==> config.mk <==
export PLATFORM = sky130hd
export DESIGN_NAME = feat_level_encoder
export DESIGN_NICKNAME = d
export VERILOG_FILES = /design/src/rtl/feq_pkg.sv /design/src/rtl/feq_thr_mem.sv /design/src/rtl/feq_ctrl.sv /design/src/rtl/feq_quant.sv /design/src/rtl/feat_level_encoder.sv
export SDC_FILE = /design/constraint.sdc
export NUM_CORES = 2
export LEC_CHECK = 0
export ABC_AREA = 1
export ABC_CLOCK_PERIOD_IN_PS = 8500
export BUFFER_PORTS_ARGS = -buffer_cell sky130_fd_sc_hd__buf_2
export CAP_MARGIN = 0
export CELL_PAD_IN_SITES_DETAIL_PLACEMENT = 0
export CELL_PAD_IN_SITES_GLOBAL_PLACEMENT = 1
export CORE_MARGIN = 2
export CORE_UTILIZATION = 40
export CTS_BUF_LIST = sky130_fd_sc_hd__clkbuf_4
export CTS_CLUSTER_SIZE = 10
export DETAILED_ROUTE_END_ITERATION = 8
export PLACE_DENSITY = 0.71
export SLEW_MARGIN = 0
export SYNTH_ARGS = -nofsm -noshare
export SYNTH_HDL_FRONTEND = slang
export SYNTH_HIERARCHICAL = 1
export SYNTH_SLANG_ARGS = --single-unit
==> constraint.sdc <==
create_clock -name clk -period 8.5 [get_ports clk]
set_input_delay 1.275 -clock clk [delete_from_list [all_inputs] [get_ports clk]]
set_output_delay 1.275 -clock clk [all_outputs]
set_load 0.03 [all_outputs]
==> src/rtl/feq_pkg.sv <==
package feq_pkg;

  // Sequencing state of the feature counter.
  typedef enum logic [1:0] {
    ST_IDLE  = 2'd0,  // after reset, nothing encoded yet
    ST_RUN   = 2'd1,  // inside an image
    ST_DRAIN = 2'd2,  // last feature accepted, its code still in flight
    ST_DONE  = 2'd3   // vector complete, waiting for the next image
  } feq_state_e;

endpackage

==> src/rtl/feq_thr_mem.sv <==
// Threshold store: one bank per threshold number, so all thresholds of a
// feature are read together in a single registered access.
module feq_thr_mem #(
  parameter int NUM_FEAT = 64,
  parameter int FEAT_W   = 16,
  parameter int NUM_THR  = 3,
  parameter int IDX_W    = 6,
  parameter int SLOT_W   = 2
) (
  input  logic                        clk,
  input  logic                        wr_en,
  input  logic [IDX_W-1:0]            wr_idx,
  input  logic [SLOT_W-1:0]           wr_slot,
  input  logic [FEAT_W-1:0]           wr_val,
  input  logic                        rd_en,
  input  logic [IDX_W-1:0]            rd_idx,
  output logic [NUM_THR*FEAT_W-1:0]   rd_thr
);

  for (genvar k = 0; k < NUM_THR; k++) begin : g_bank
    logic [FEAT_W-1:0] bank_q [NUM_FEAT];
    logic              bank_we;

    // Slot numbers beyond the last bank select no bank at all.
    assign bank_we = wr_en && (wr_slot == SLOT_W'(k));

    always_ff @(posedge clk) begin
      if (bank_we) bank_q[wr_idx] <= wr_val;
    end

    always_ff @(posedge clk) begin
      if (rd_en) rd_thr[k*FEAT_W +: FEAT_W] <= bank_q[rd_idx];
    end
  end

endmodule

==> src/rtl/feq_ctrl.sv <==
// Feature sequencer: counts accepted features, blocks the drain cycle and
// owns the done flag.
module feq_ctrl
  import feq_pkg::*;
#(
  parameter int NUM_FEAT = 64,
  parameter int IDX_W    = 6
) (
  input  logic             clk,
  input  logic             rst,
  input  logic             feat_valid,
  output logic             accept,
  output logic             first_acc,
  output logic [IDX_W-1:0] acc_idx,
  output logic             acc_last,
  output logic             done
);

  localparam logic [IDX_W-1:0] LAST_IDX = IDX_W'(NUM_FEAT - 1);

  feq_state_e       state_q;
  logic [IDX_W-1:0] idx_q;

  assign accept    = feat_valid && (state_q != ST_DRAIN);
  assign first_acc = accept && (state_q != ST_RUN);
  assign acc_idx   = (state_q == ST_RUN) ? idx_q : '0;
  assign acc_last  = accept && (acc_idx == LAST_IDX);

  always_ff @(posedge clk) begin
    if (rst) begin
      state_q <= ST_IDLE;
      idx_q   <= '0;
    end else begin
      unique case (state_q)
        ST_DRAIN: state_q <= ST_DONE;
        default: begin
          if (accept) begin
            if (acc_last) begin
              state_q <= ST_DRAIN;
              idx_q   <= '0;
            end else begin
              state_q <= ST_RUN;
              idx_q   <= acc_idx + IDX_W'(1);
            end
          end
        end
      endcase
    end
  end

  always_ff @(posedge clk) begin
    if (rst)                    done <= 1'b0;
    else if (state_q == ST_DRAIN) done <= 1'b1;
    else if (first_acc)         done <= 1'b0;
  end

  // the drain cycle always ends with done raised
  a_r5_drain_sets_done: assert property (@(posedge clk) disable iff (rst)
    (state_q == ST_DRAIN) |=> done);

  // done holds while no feature is offered
  a_r6_done_holds: assert property (@(posedge clk) disable iff (rst)
    (done && !feat_valid) |=> done);

  // done only drops when a new image begins
  a_r6_done_drop_on_start: assert property (@(posedge clk) disable iff (rst)
    $fell(done) |-> $past(first_acc));

  // an idle cycle never advances the feature position
  a_r8_gap_keeps_index: assert property (@(posedge clk) disable iff (rst)
    !feat_valid |=> $stable(idx_q));

endmodule

==> src/rtl/feq_quant.sv <==
// Level grader: one comparator per threshold, then a count of the hits.
module feq_quant #(
  parameter int FEAT_W  = 16,
  parameter int NUM_THR = 3,
  parameter int CODE_W  = 2
) (
  input  logic signed [FEAT_W-1:0]   feat,
  input  logic [NUM_THR*FEAT_W-1:0]  thr,
  output logic [NUM_THR-1:0]         hit,
  output logic [CODE_W-1:0]          level
);

  function automatic logic [CODE_W-1:0] count_hits(input logic [NUM_THR-1:0] h);
    logic [CODE_W-1:0] n;
    n = '0;
    for (int k = 0; k < NUM_THR; k++) n = n + CODE_W'(h[k]);
    return n;
  endfunction

  for (genvar k = 0; k < NUM_THR; k++) begin : g_cmp
    logic signed [FEAT_W-1:0] t;
    assign t      = thr[k*FEAT_W +: FEAT_W];
    assign hit[k] = (feat >= t);
  end

  assign level = count_hits(hit);

endmodule

==> src/rtl/feat_level_encoder.sv <==
// Top: accept stage (threshold read + feature capture), then grade and pack.
module feat_level_encoder
  import feq_pkg::*;
#(
  parameter int NUM_FEAT = 64,
  parameter int FEAT_W   = 16,
  parameter int NUM_LVL  = 4,
  localparam int NUM_THR = NUM_LVL - 1,
  localparam int CODE_W  = $clog2(NUM_LVL),
  localparam int IDX_W   = (NUM_FEAT > 1) ? $clog2(NUM_FEAT) : 1,
  localparam int SLOT_W  = (NUM_THR > 1) ? $clog2(NUM_THR) : 1,
  localparam int CFG_AW  = IDX_W + SLOT_W
) (
  input  logic                       clk,
  input  logic                       rst,
  input  logic                       cfg_we,
  input  logic [CFG_AW-1:0]          cfg_addr,
  input  logic [FEAT_W-1:0]          cfg_thr,
  input  logic                       feat_valid,
  input  logic [FEAT_W-1:0]          feat_data,
  output logic                       done,
  output logic [NUM_FEAT*CODE_W-1:0] codes
);

  // Sequencer
  logic             accept;
  logic             first_acc;
  logic [IDX_W-1:0] acc_idx;
  logic             acc_last;

  feq_ctrl #(.NUM_FEAT(NUM_FEAT), .IDX_W(IDX_W)) u_ctrl (
    .clk        (clk),
    .rst        (rst),
    .feat_valid (feat_valid),
    .accept     (accept),
    .first_acc  (first_acc),
    .acc_idx    (acc_idx),
    .acc_last   (acc_last),
    .done       (done)
  );

  // Threshold store, read in the accept cycle
  logic [NUM_THR*FEAT_W-1:0] thr_rd;

  feq_thr_mem #(
    .NUM_FEAT (NUM_FEAT),
    .FEAT_W   (FEAT_W),
    .NUM_THR  (NUM_THR),
    .IDX_W    (IDX_W),
    .SLOT_W   (SLOT_W)
  ) u_mem (
    .clk     (clk),
    .wr_en   (cfg_we),
    .wr_idx  (cfg_addr[CFG_AW-1:SLOT_W]),
    .wr_slot (cfg_addr[SLOT_W-1:0]),
    .wr_val  (cfg_thr),
    .rd_en   (accept),
    .rd_idx  (acc_idx),
    .rd_thr  (thr_rd)
  );

  // Accept stage registers
  logic                     s1_valid;
  logic                     s1_last;
  logic [IDX_W-1:0]         s1_idx;
  logic signed [FEAT_W-1:0] s1_feat;

  always_ff @(posedge clk) begin
    if (rst) begin
      s1_valid <= 1'b0;
      s1_last  <= 1'b0;
      s1_idx   <= '0;
      s1_feat  <= '0;
    end else begin
      s1_valid <= accept;
      s1_last  <= acc_last;
      if (accept) begin
        s1_idx  <= acc_idx;
        s1_feat <= feat_data;
      end
    end
  end

  // Grade
  logic [NUM_THR-1:0] thr_hit;
  logic [CODE_W-1:0]  level;

  feq_quant #(.FEAT_W(FEAT_W), .NUM_THR(NUM_THR), .CODE_W(CODE_W)) u_quant (
    .feat  (s1_feat),
    .thr   (thr_rd),
    .hit   (thr_hit),
    .level (level)
  );

  // Pack
  always_ff @(posedge clk) begin
    if (rst)           codes <= '0;
    else if (s1_valid) codes[s1_idx*CODE_W +: CODE_W] <= level;
  end

  // the code vector only moves when a graded feature lands
  a_r3_codes_hold: assert property (@(posedge clk) disable iff (rst)
    !s1_valid |=> $stable(codes));

  // done rises right after the final position has been graded
  a_r5_done_after_last: assert property (@(posedge clk) disable iff (rst)
    $rose(done) |-> ($past(s1_valid) && $past(s1_last)
                     && ($past(s1_idx) == IDX_W'(NUM_FEAT - 1))));

  // a feature at or above the top threshold lands in the top level
  a_r2_top_level: assert property (@(posedge clk) disable iff (rst)
    (s1_valid && thr_hit == '1) |=> (codes[$past(s1_idx)*CODE_W +: CODE_W] == CODE_W'(NUM_THR)));

endmodule

---- After elaboration in Yosys (flattened, before gate mapping) ----
Memory sizes are Yosys's and may differ from the RTL's. A register that Yosys moved wholly into a read port is not among the register bits.
Cells that the tools add are included.
operators by class
  muxes and demuxes ....................... 14
  shift operators ......................... 2
  eq/ne operators ......................... 7
  add/sub/neg operators ................... 4
  magnitude comparators ................... 3
  bitwise gates (word level) .............. 1
  reductions and logical operators ........ 10
operators with widths
  cell                      number
  $bwmux 128                1
  $shift 2x34->128 const A  1
  $shiftx 2x34->128         1
  $ge 16x16->1              3
  $neg 7->34                1
  $mux 6                    2
  $mux 1                    8
  $add 6x1->6 const B       1
  $eq 6x6->1 const B        1
  $logic_and 1x1->1         6
  $mux 2                    3
  $eq 2x1->1 const B        2
  $eq 2x2->1 const B        2
  $reduce_bool 2->1         2
  $add 1x1->2               1
  $add 2x1->2               1
  $logic_not 2->1           1
  $ne 2x1->1 const B        1
  $ne 2x2->1 const B        1
  $reduce_and 2->1          1
  $not 1->1                 1
word-level totals
  output and inout bits ................... 129
  logic and storage cells ................. 51
  memory bits (writable) .................. 3072
  flip-flop bits (word level) ............. 160
  input port bits ......................... 44
  memories kept ........................... 3
memories
  memory                  depth  bits a word  read ports  clocked after Yosys merged registers in  write ports  RTL line           RTL
  u_mem.g_bank[0].bank_q  64     16           1           1                                        1            feq_thr_mem.sv:21  logic [FEAT_W-1:0] bank_q [NUM_FEAT];
  u_mem.g_bank[1].bank_q  64     16           1           1                                        1            feq_thr_mem.sv:21
  u_mem.g_bank[2].bank_q  64     16           1           1                                        1            feq_thr_mem.sv:21

---- Depth between registers and ports, before layout ----
  depth after elaboration ................. 7
  depth in mapped cells ................... 24
  mapped depth without buffers ............ 24

---- Cells and area by module ----
The synthesis kept the hierarchy.
modules (own cells, without submodules)
  module              sequential area each (um^2)  cells an instance  instances  area an instance (um^2)
  feq_thr_mem         93689.9                      10314              1          125619.2
  feat_level_encoder  3022.9                       996                1          6631.4
  feq_quant           0.0                          225                1          1402.6
  feq_ctrl            180.2                        72                 1          483.0

---- Worst setup path after synthesis ----
No wires, ideal clock.
  path type ............................... input-to-reg
  start ................................... input port cfg_addr[5]
  end ..................................... memory u_mem.g_bank[0].bank_q[63][0] (enable)
  buffers on the path ..................... 0
  arrival ................................. 2.722 ns
  cell stages on the path ................. 4
  setup slack ............................. 5.389 ns
  setup time .............................. 0.388 ns
  data required time ...................... 8.112 ns
  cells stage by stage .................... inv_1 nor3_1 nand2_1 nor2_1
RTL lines
  item                RTL line                  RTL
  start: declaration  feat_level_encoder.sv:17  input logic [CFG_AW-1:0] cfg_addr,
  end: declaration    feq_thr_mem.sv:21
Straight into the memory's write port.

---- Final worst setup path ----
  start ................................... register u_ctrl.state_q[1]
  end ..................................... register u_mem.rd_thr[21], read port of u_mem.g_bank[1].bank_q (data pin)
between the ends
  longest elaborated chain between the ends .. 2
  elaborated cells on any way between the ends .. 4
  classes of those cells .................. eq/ne (2); mux (1); reduce/logical (1)
RTL lines
  item                      RTL line                  RTL
  start: declaration        feq_ctrl.sv:21            feq_state_e state_q;
  start signal: assignment  feq_ctrl.sv:31            state_q <= ST_IDLE;
  start signal: assignment  feq_ctrl.sv:35            ST_DRAIN: state_q <= ST_DONE;
  start signal: assignment  feq_ctrl.sv:39            state_q <= ST_DRAIN;
  $eq 2x1->1                feq_ctrl.sv:26            assign acc_idx = (state_q == ST_RUN) ? idx_q : '0;
  $mux 6                    feq_ctrl.sv:26
  via acc_idx[1]            feat_level_encoder.sv:28  logic [IDX_W-1:0] acc_idx;
  end: declaration          feq_thr_mem.sv:17         output logic [NUM_THR*FEAT_W-1:0] rd_thr
The timed path passes the listed nets, and every way through them passes these cells.
A chain may end at the register's enable or synchronous reset.

==> key figures <==
Worst hold path
  – Tightest Hold Check Type: input port to flop
  – Hold endpoint: u_mem/g_bank[0].bank_q[36][4]$_DFFE_PP_
  – Hold depth: 1
  – Min-Delay Startpoint: cfg_thr[4]

Timing
  – Setup-failing EPs final: 0
  – Minimum clock period: 5.15 ns
  – Fmax: 194 MHz
  – Fin. Hold Viols: 0
  – Slew @ Worst Pin: 1.48 ns
  – Tcrit/Tclk final: 0.605
  – Clock skew: 0.114 ns
  – Unrepaired setup endpoints after global routing: no
  – Setup tns final: 0 ns
  – Final Slew Violations: 0
  – Max_slew headroom: 0.00898

Die
  – DIE HEIGHT: 583 um
  – Core footprint: 0.334 mm2
  – Die X: 583 um
  – Effective utilization at floorplan: 0.402
  – Die ar.: 0.340 mm2
  – I/O Pins: 173
  – # rows: 212

Setup path
  – Worst EP arrival: 6.52 ns
  – Reg2Reg Depth: 13
  – Setup CP Type: flop to flop
  – Worst r2r dst: u_mem/rd_thr[21]$_DFFE_PP_
  – Worst reg2reg setup slack: 3.35 ns
  – Worst flop-to-flop path startpoint: u_ctrl/state_q[1]$_SDFFE_PP0P_
  – Peak fanout along the critical path: 114
  – Setup crit end kind: flop
  – Worst EP required: 9.88 ns
  – Setup crit start kind: flop

Status
  – Status: complete, but fails checks
  – Failing checks: max-capacitance violations

Power
  – Worst IR drop on VDD: 0.133 mV
  – Leak: 0.0543 uW
  – P per Cell Area: 217 mW/mm2
  – Total power: 32,600 uW

Clocking
  – Num CTS Buffers: 831
  – Clock Sinks: 3,280
  – Clock buffer depth: 4
  – TritonCTS clock tree: done
  – H-tree depth: 6
  – CTS root buf: clkbuf_4
  – CTS clk-pin slew, worst paths: 0.06 ns
  – Worst-Skew Late Latency: 1.66 ns

Finish
  – Fin nets: 12,300
  – Final std cells w/o fill: 17,200
  – Share of post-route cells with drive strength above 1: 0.143
  – P&R area growth vs syn: 11.8%
  – Fin area: 0.150 mm2
  – Fillers: 30,800

Synthesis
  – Synth Net Count: 11,700
  – Yosys warns: 6
  – Avg Inst Size Synth: 11.6 um2
  – Synthesized cell area: 0.134 mm2
  – Mapped Cells: 11,600

Placement
  – Post-Place Cell Area: 0.139 mm2
  – Dpl cells: 15,700
  – Port Buffer Count: 172
  – Global placement routability congestion: 0.880
  – DP Wirelength: 241 mm

GRT
  – Largest net degree at the start of global routing: 201
  – GRT Total Usage: 0.245
  – Total gr overflow: 0
  – Vias in the first global route: 89,800
  – First-pass GRT wire length: 617 mm
  – Initial antenna violation count: 32

Drt
  – Initial DRT Pass Iterations: 7
  – DR WL/cell: 24.8 um
  – Routed vias: 95,100
  – Detailed Route Iter0 Violations: 12,000
  – Drt via density: 5.52
  – DRC violations left: 0
  – DRT Wirelength: 427 mm
  – ANT nets after route: 0

Job
  – Maxcap violations: 1
placed cells by master (no fill, tap or decap), types with 11 or more instances in the layout:
cell	instances
nand2_1	3667
clkinv_1	182
bufinv_16	11
nand3_1	2890
nor2_1	437
dlygate4sd3_1	20
nor3_2	12
clkinv_2	29
inv_2	13
nand4_1	51
a21oi_1	61
buf_2	156
nor2_2	50
ha_1	51
diode_2	23
inv_1	199
clkinvlp_4	14
clkbuf_4	1212
clkbuf_8	15
buf_4	247
inv_6	11
edfxtp_1	3120
dfxtp_1	160
buf_12	23
o21ai_0	95
nor3_1	25
what timing repair did:
action                                 4_1_cts  5_1_grt
buffers inserted                             0        0
hold buffers                                20        0
gates resized for setup                      0        0
endpoints found under the hold margin       59        0
layout make-up:
type                            count  area (um2)  share of cell area
Antenna cell                       23        57.6            0.000384
Clock buffer                     1212        9100              0.0607
Clock inverter                    262        1490             0.00995
Inverter                          214         863             0.00576
Multi-Input combinational cell   7375       32500               0.217
Sequential cell                  3280       96900               0.646
Tap cell                         4387        5490              0.0366
Timing Repair Buffer              464        3540              0.0236
registers in the layout, indices dropped and copies added, names as in the netlist:
| register | flops |
|---|---|
| u_ctrl/idx_q | 6 |
| u_mem/g_bank.bank_q | 3072 |
| s1_feat | 16 |
| codes | 128 |
| u_ctrl/state_q | 2 |
| u_ctrl/done | 1 |
| s1_valid | 1 |
| u_mem/rd_thr | 48 |
| s1_idx | 6 |
worst max-delay path: stages (launching register included):
cell	delay [ns]
dfxtp_1	0.32
inv_1	0.08
nand2_1	0.28
nor2_4	0.23
inv_8	0.71
buf_4	0.76
buf_4	0.78
nand3_1	0.15
nand3_1	0.12
nand3_1	0.16
nand3_1	0.27
nand2_1	0.21
nand2_1	0.52
nand2_1	0.11
metal layers:
layer,GRT usage,vias to the layer above,part of all wire
met2,0.380,4936,0.46
met3,0.0544,660,0.10
met4,0.0803,16,0.029
met1,0.342,47000,0.41
li1,-,42500,-
met5,0,-,0.00024
where the power goes:
part           internal (uW)  switching, uW  leakage, uW
combinational            288           1130       0.0187
clock                   6880           6490      0.00626
sequential             17700           59.4       0.0294
through the flow:
step | hold WS (ns) | worst slack (ns) | utilization
after floorplan | 0.439 | 5.39 | -
final | 0.175 | 3.35 | 0.449
after global routing | 0.0536 | 3.25 | 0.449
after CTS | 0.00994 | 3.47 | 0.449
after detailed placement | 0.461 | 3.36 | 0.417
after global placement | 0.456 | 3.38 | 0.417
how the worst max path moves through the flow:
stage,slack [ns],cells past startpoint,end,from
3_5_place_dp,3.36,13,u_mem/rd_thr[21]$_DFFE_PP_,u_ctrl/state_q[1]$_SDFFE_PP0P_
4_1_cts,3.47,13,u_mem/rd_thr[21]$_DFFE_PP_,u_ctrl/state_q[1]$_SDFFE_PP0P_
5_1_grt,3.25,13,u_mem/rd_thr[21]$_DFFE_PP_,u_ctrl/state_q[1]$_SDFFE_PP0P_
6_report,3.35,13,u_mem/rd_thr[21]$_DFFE_PP_,u_ctrl/state_q[1]$_SDFFE_PP0P_
2_1_floorplan,5.39,4,u_mem/g_bank[0].bank_q[63][0]$_DFFE_PP_,cfg_addr[5]
3_3_place_gp,3.38,13,u_mem/rd_thr[21]$_DFFE_PP_,u_ctrl/state_q[1]$_SDFFE_PP0P_
(Power assumes the default switching activity.)
